===== config.mk =====
export PLATFORM = sky130hd
export DESIGN_NAME = sca_reg_bank
export DESIGN_NICKNAME = d
export VERILOG_FILES = /design/src/rtl/sca_pkg.sv /design/src/rtl/sca_addr_decode.sv /design/src/rtl/sca_reg_slice.sv /design/src/rtl/sca_read_mux.sv /design/src/rtl/sca_reg_bank.sv
export SDC_FILE = /design/constraint.sdc
export NUM_CORES = 1
export LEC_CHECK = 0
export BUFFER_PORTS_ARGS = -buffer_cell sky130_fd_sc_hd__buf_2
export CORE_ASPECT_RATIO = 2
export CORE_MARGIN = 2
export CORE_UTILIZATION = 53
export CTS_BUF_LIST = sky130_fd_sc_hd__clkbuf_8
export CTS_CLUSTER_SIZE = 25
export DETAILED_ROUTE_END_ITERATION = 8
export GPL_TIMING_DRIVEN = 0
export MAX_ROUTING_LAYER = met4
export PLACE_DENSITY_LB_ADDON = 0.05
export SLEW_MARGIN = 20
export SYNTH_ARGS = -nofsm -noshare
export SYNTH_HDL_FRONTEND = slang
export SYNTH_SLANG_ARGS = --single-unit

===== constraint.sdc =====
create_clock -name clk_i -period 1.65 [get_ports clk_i]
set_input_delay 0.0825 -clock clk_i [delete_from_list [all_inputs] [get_ports clk_i]]
set_output_delay 0.0825 -clock clk_i [all_outputs]
set_load 0.005 [all_outputs]

===== src/rtl/sca_pkg.sv =====
package sca_pkg;
    // Alias selected by byte-offset bits [3:2] within a register slot
    typedef enum logic [1:0] {
        ALIAS_SET  = 2'd0,
        ALIAS_CLR  = 2'd1,
        ALIAS_STAT = 2'd2,
        ALIAS_NONE = 2'd3
    } alias_e;

    localparam int SLOT_BYTES_LOG2 = 4;
endpackage


===== src/rtl/sca_addr_decode.sv =====
module sca_addr_decode
    import sca_pkg::*;
#(
    parameter int          NUM_REGS  = 4,
    parameter int          ADDR_W    = 32,
    parameter int          WIN_LOG2  = 8,
    parameter logic [31:0] BASE_ADDR = 32'h4000_0000
) (
    input  logic [ADDR_W-1:0]   addr_i,
    output logic [NUM_REGS-1:0] set_sel_o,
    output logic [NUM_REGS-1:0] clr_sel_o,
    output logic [NUM_REGS-1:0] stat_sel_o
);
    localparam int SLOT_W = WIN_LOG2 - SLOT_BYTES_LOG2;

    logic              in_win;
    logic [SLOT_W-1:0] slot;
    alias_e            kind;
    logic              unused_lo;

    assign in_win    = (addr_i[ADDR_W-1:WIN_LOG2] == BASE_ADDR[ADDR_W-1:WIN_LOG2]);
    assign slot      = addr_i[WIN_LOG2-1:SLOT_BYTES_LOG2];
    assign kind      = alias_e'(addr_i[3:2]);
    assign unused_lo = ^addr_i[1:0];

    for (genvar k = 0; k < NUM_REGS; k++) begin : g_sel
        logic hit;
        assign hit           = in_win && (slot == SLOT_W'(k));
        assign set_sel_o[k]  = hit && (kind == ALIAS_SET);
        assign clr_sel_o[k]  = hit && (kind == ALIAS_CLR);
        assign stat_sel_o[k] = hit && (kind == ALIAS_STAT);
    end
endmodule


===== src/rtl/sca_reg_slice.sv =====
module sca_reg_slice #(
    parameter int DATA_W = 32
) (
    input  logic              clk_i,
    input  logic              rst_i,
    input  logic              set_we_i,
    input  logic              clr_we_i,
    input  logic [DATA_W-1:0] wdata_i,
    output logic [DATA_W-1:0] value_o
);
    typedef struct packed {
        logic [DATA_W-1:0] value;
    } slice_t;

    slice_t st_d, st_q;

    always_comb begin
        st_d = st_q;
        if (set_we_i) begin
            st_d.value = st_q.value | wdata_i;
        end else if (clr_we_i) begin
            st_d.value = st_q.value & ~wdata_i;
        end
    end

    always_ff @(posedge clk_i) begin
        if (rst_i) begin
            st_q <= '0;
        end else begin
            st_q <= st_d;
        end
    end

    assign value_o = st_q.value;

    AST_SET_FORCES_ONES: assert property (@(posedge clk_i) disable iff (rst_i)
        set_we_i |=> ((value_o & $past(wdata_i)) == $past(wdata_i)));
    AST_CLR_FORCES_ZEROS: assert property (@(posedge clk_i) disable iff (rst_i)
        clr_we_i |=> ((value_o & $past(wdata_i)) == '0));
    AST_MASKED_BITS_HOLD: assert property (@(posedge clk_i) disable iff (rst_i)
        (set_we_i || clr_we_i) |=> ((value_o & ~$past(wdata_i)) == ($past(value_o) & ~$past(wdata_i))));
    AST_IDLE_STABLE: assert property (@(posedge clk_i) disable iff (rst_i)
        (!set_we_i && !clr_we_i) |=> $stable(value_o));
    AST_RESET_CLEARS: assert property (@(posedge clk_i)
        rst_i |=> (value_o == '0));
endmodule


===== src/rtl/sca_read_mux.sv =====
module sca_read_mux #(
    parameter int NUM_REGS = 4,
    parameter int DATA_W   = 32
) (
    input  logic                             clk_i,
    input  logic                             rst_i,
    input  logic                             rd_en_i,
    input  logic [NUM_REGS-1:0]              stat_sel_i,
    input  logic [NUM_REGS-1:0][DATA_W-1:0]  values_i,
    output logic [DATA_W-1:0]                rd_data_o
);
    typedef struct packed {
        logic [DATA_W-1:0] rdata;
    } rd_t;

    rd_t rd_d, rd_q;

    always_comb begin
        rd_d = '0;
        if (rd_en_i) begin
            for (int k = 0; k < NUM_REGS; k++) begin
                if (stat_sel_i[k]) begin
                    rd_d.rdata = values_i[k];
                end
            end
        end
    end

    always_ff @(posedge clk_i) begin
        if (rst_i) begin
            rd_q <= '0;
        end else begin
            rd_q <= rd_d;
        end
    end

    assign rd_data_o = rd_q.rdata;

    AST_IDLE_READS_ZERO: assert property (@(posedge clk_i) disable iff (rst_i)
        !rd_en_i |=> (rd_data_o == '0));
    AST_NON_STATUS_READS_ZERO: assert property (@(posedge clk_i) disable iff (rst_i)
        (rd_en_i && (stat_sel_i == '0)) |=> (rd_data_o == '0));

    for (genvar k = 0; k < NUM_REGS; k++) begin : g_chk
        AST_STATUS_READ_VALUE: assert property (@(posedge clk_i) disable iff (rst_i)
            (rd_en_i && stat_sel_i[k]) |=> (rd_data_o == $past(values_i[k])));
    end
endmodule


===== src/rtl/sca_reg_bank.sv =====
module sca_reg_bank #(
    parameter int          NUM_REGS  = 4,
    parameter int          DATA_W    = 32,
    parameter int          ADDR_W    = 32,
    parameter int          WIN_LOG2  = 8,
    parameter logic [31:0] BASE_ADDR = 32'h4000_0000
) (
    input  logic                            clk_i,
    input  logic                            rst_i,
    input  logic [ADDR_W-1:0]               addr_i,
    input  logic                            wr_en_i,
    input  logic [DATA_W-1:0]               wdata_i,
    input  logic                            rd_en_i,
    output logic [DATA_W-1:0]               rd_data_o,
    output logic [NUM_REGS-1:0][DATA_W-1:0] ctrl_o
);
    logic [NUM_REGS-1:0] set_sel, clr_sel, stat_sel;
    logic [NUM_REGS-1:0] set_we, clr_we;

    sca_addr_decode #(
        .NUM_REGS (NUM_REGS),
        .ADDR_W   (ADDR_W),
        .WIN_LOG2 (WIN_LOG2),
        .BASE_ADDR(BASE_ADDR)
    ) u_decode (
        .addr_i    (addr_i),
        .set_sel_o (set_sel),
        .clr_sel_o (clr_sel),
        .stat_sel_o(stat_sel)
    );

    assign set_we = wr_en_i ? set_sel : '0;
    assign clr_we = wr_en_i ? clr_sel : '0;

    for (genvar k = 0; k < NUM_REGS; k++) begin : g_reg
        sca_reg_slice #(.DATA_W(DATA_W)) u_slice (
            .clk_i   (clk_i),
            .rst_i   (rst_i),
            .set_we_i(set_we[k]),
            .clr_we_i(clr_we[k]),
            .wdata_i (wdata_i),
            .value_o (ctrl_o[k])
        );
    end

    sca_read_mux #(
        .NUM_REGS(NUM_REGS),
        .DATA_W  (DATA_W)
    ) u_rdmux (
        .clk_i     (clk_i),
        .rst_i     (rst_i),
        .rd_en_i   (rd_en_i),
        .stat_sel_i(stat_sel),
        .values_i  (ctrl_o),
        .rd_data_o (rd_data_o)
    );

    AST_ONE_STROBE: assert property (@(posedge clk_i) disable iff (rst_i)
        $onehot0({set_we, clr_we}));
    AST_STATUS_WRITE_IGNORED: assert property (@(posedge clk_i) disable iff (rst_i)
        (wr_en_i && (stat_sel != '0)) |=> (ctrl_o == $past(ctrl_o)));
    AST_NO_TARGET_NO_CHANGE: assert property (@(posedge clk_i) disable iff (rst_i)
        (wr_en_i && ({set_sel, clr_sel} == '0)) |=> (ctrl_o == $past(ctrl_o)));
    AST_RESET_READ_ZERO: assert property (@(posedge clk_i)
        rst_i |=> (rd_data_o == '0));
endmodule


==> results.json <==
{
  "outcome": "finished, final reports clean",
  "fp.dieW_um": 86.9,
  "diodes": 0,
  "drv_cap": 0,
  "synthFlopType": "dfxtp_1",
  "tightest_slew_ns": 0.782,
  "cts_max_level": 4,
  "ys_warn_count": 0,
  "synth_edf_count": 0,
  "layout_setup_ws_ns": 0.115,
  "power.density_nw_per_um2": 805,
  "start_util_pct": 54.3,
  "dieArea_um2": 14800,
  "syn_area_um2": 7290,
  "p_int_uw": 5250,
  "portBuffers": 223,
  "relSlewSlack_pct": 47.9,
  "startpoint": "addr_i[13]",
  "final-max-slew-violation-count": 0,
  "cts_tree": "yes",
  "routedWlPerCell_um": 25.8,
  "timing.fmax_mhz": 651,
  "yosysTopAreaCellShare_pct": 43.9,
  "min_path_type": "primary input to flip-flop",
  "comb_power_share_pct": 6.9,
  "vias": 8159,
  "grt_pass1_vias": 8239,
  "hpwl_um": 21200,
  "cp_data_arrival_time_ns": 1.86,
  "cts_root_buf": "clkbuf_8",
  "drive_above_1_share_pct": 35.7,
  "hold_buffers": 0,
  "drt-initial-drc-count": 805,
  "grt_max_degree": 17,
  "synthArstFlopShare_pct": 0,
  "grt_pass1_wl_um": 44900,
  "r2r-end": "u_rdmux.rd_data_o[13]",
  "critPathCaptureType": "flip-flop",
  "wl_um": 29600,
  "reg2reg_depth": 3,
  "vias_per_cell": 7.13,
  "clockBufferDepth": 2,
  "synth.distinct_cells": 28,
  "ys_seq_area_share_pct": 43.9,
  "cts.sinks": 160,
  "critical_path_class": "primary input to flip-flop",
  "p_sw_uw": 2010,
  "power_frac_seq_pct": 53.2,
  "synth_cells": 732,
  "whs_ns": 0.0375,
  "crit_path_start_kind": "primary input",
  "place_congestion": 0.967,
  "clock_latency_ns": 0.47,
  "core_area_um2": 13400,
  "postLayoutCoreUtil_pct": 67.1,
  "rows": 60,
  "ys_ff_latch": 160,
  "overflow": 0,
  "cts_made_buffers": 17,
  "p_sw_share_pct": 27.7,
  "power.leakage_uw": 0.00381,
  "synth_area_leaders": "dfxtp_1, a41oi_1, a211oi_1",
  "r2r_setup_slack_ns": 0.57,
  "dieHeight_um": 170,
  "hold_viol_final": 0,
  "rsz0062_at_grt": "false",
  "cp.required_ns": 1.97,
  "drc": 0,
  "io_pins": 228,
  "syn2layout_area_growth_pct": 23.6,
  "synth.largest_area_cell": "dfxtp_1",
  "syn_area_per_cell_um2": 9.96,
  "grtUsageTotal_pct": 41.0,
  "path_clk_slew_ns": 0.09,
  "nNetsFinal": 1046,
  "setup_violations": 0,
  "place_ws_ns": -0.430,
  "antenna_found_initial": 0,
  "fin_crit_ns": 1.54,
  "fin_crit_sh_pct": 93.0,
  "worstPathMaxFanout": 10,
  "pwr-share-clk_pct": 39.9,
  "drt_first_pass_iters": 7,
  "ant_nets": 0,
  "skew_ns": 0.0140,
  "syn_nets": 800,
  "ir_drop_v": 0.000551
}
Yosys cell counts (2+ instances only):
library cell	number
dfxtp_1	160
a211oi_1	128
a41oi_1	128
clkbuf_1	42
nor2_1	34
and2_1	33
and3_1	33
buf_2	32
mux2_2	32
nor3_1	32
o22ai_1	32
buf_4	11
buf_6	10
nor2b_1	3
nor4_2	3
nor4_4	3
buf_1	2
nand2_1	2
nand2b_1	2
nor4_1	2
per-stage QoR:
stage,cells,setup TNS (ns),power [uW],cell area (um2)
global route,1145,0,7410,9010
global placement,1110,-39.64,4420,8600
detailed placement,1110,-43.26,4430,8600
floorplan,732,0,4200,7290
finish,1145,0,7250,9010
CTS,1141,0,7240,8980
power groups by stage:
stage	sequential, uW	combinational [uW]	clock [uW]
2_1_floorplan	3950	256	0
6_report	3860	503	2890
3_5_place_dp	3950	481	0
5_1_grt	3860	526	3020
3_3_place_gp	3950	472	0
4_1_cts	3860	483	2900
worst max-delay path, cell delays in order:
cell,delay (ns)
buf_2,0.10
nor4_2,0.35
and4_1,0.40
and3_1,0.19
clkbuf_1,0.23
buf_2,0.36
a211oi_1,0.13
cells in the final DEF, fill, tap and decap left out, drive strengths merged:
master,n
a211oi,128
nor2,34
nor4b,1
nor4bb,1
and4,1
nand4,2
or2,2
o22ai,32
nor2b,3
bufinv,1
nor4,8
dfxtp,160
nor3b,1
nand2,2
mux2,32
clkinv,3
nand2b,2
clkbuf,59
a41oi,128
clkinvlp,2
inv,8
and2,33
nor3,32
and3,33
buf,282
what timing repair did:
| action | in CTS | in global routing |
|---|---|---|
| endpoints found under the hold margin | 0 | 0 |
| gates resized for setup | 0 | 2 |
| endpoints found under the setup margin | 0 | 35 |
| buffers inserted | 0 | 4 |
worst min-delay path by stage:
stage                          start              endpoint  slack [ns]  cells after the start
3_3_place_gp   u_rdmux.rd_data_o[15]         rd_data_o[15]        0.46                      1
6_report                   addr_i[5]  u_rdmux.rd_data_o[0]        0.04                      3
5_1_grt                   wdata_i[8]             flip-flop        0.04                      3
4_1_cts                    addr_i[5]  u_rdmux.rd_data_o[0]        0.01                      3
2_1_floorplan                  rst_i  u_rdmux.rd_data_o[0]        0.36                      3
3_5_place_dp   u_rdmux.rd_data_o[21]         rd_data_o[21]        0.46                      1
kinds of logic after synthesis:
group / Yosys count / synth area share [%]
multiplexers: 32 / 4.94
buffers and inverters: 97 / 7.14
flip-flops: 160 / 43.9
AO/OA/AOI/OAI: 288 / 31.3
AND/OR/NAND/NOR: 155 / 12.7
routing by layer:
metal,vias to the layer above,GRT usage [%],wire length [um]
li1,3483,-,-
met3,188,6.16,2600
met2,627,68.0,14700
met4,0,27.3,2160
met1,3861,44.1,10100
met5,-,-,0
cell type report:
class / instances / area, um2
Sequential cell: 160 / 3200
Buffer: 97 / 522
Multi-Input combinational cell: 475 / 3570
Clock inverter: 14 / 146
Clock buffer: 17 / 234
Timing Repair Buffer: 227 / 1150
Fill cell: 1118 / 4420
Tap cell: 155 / 194
Note: power is estimated with default switching activity, not from simulation.
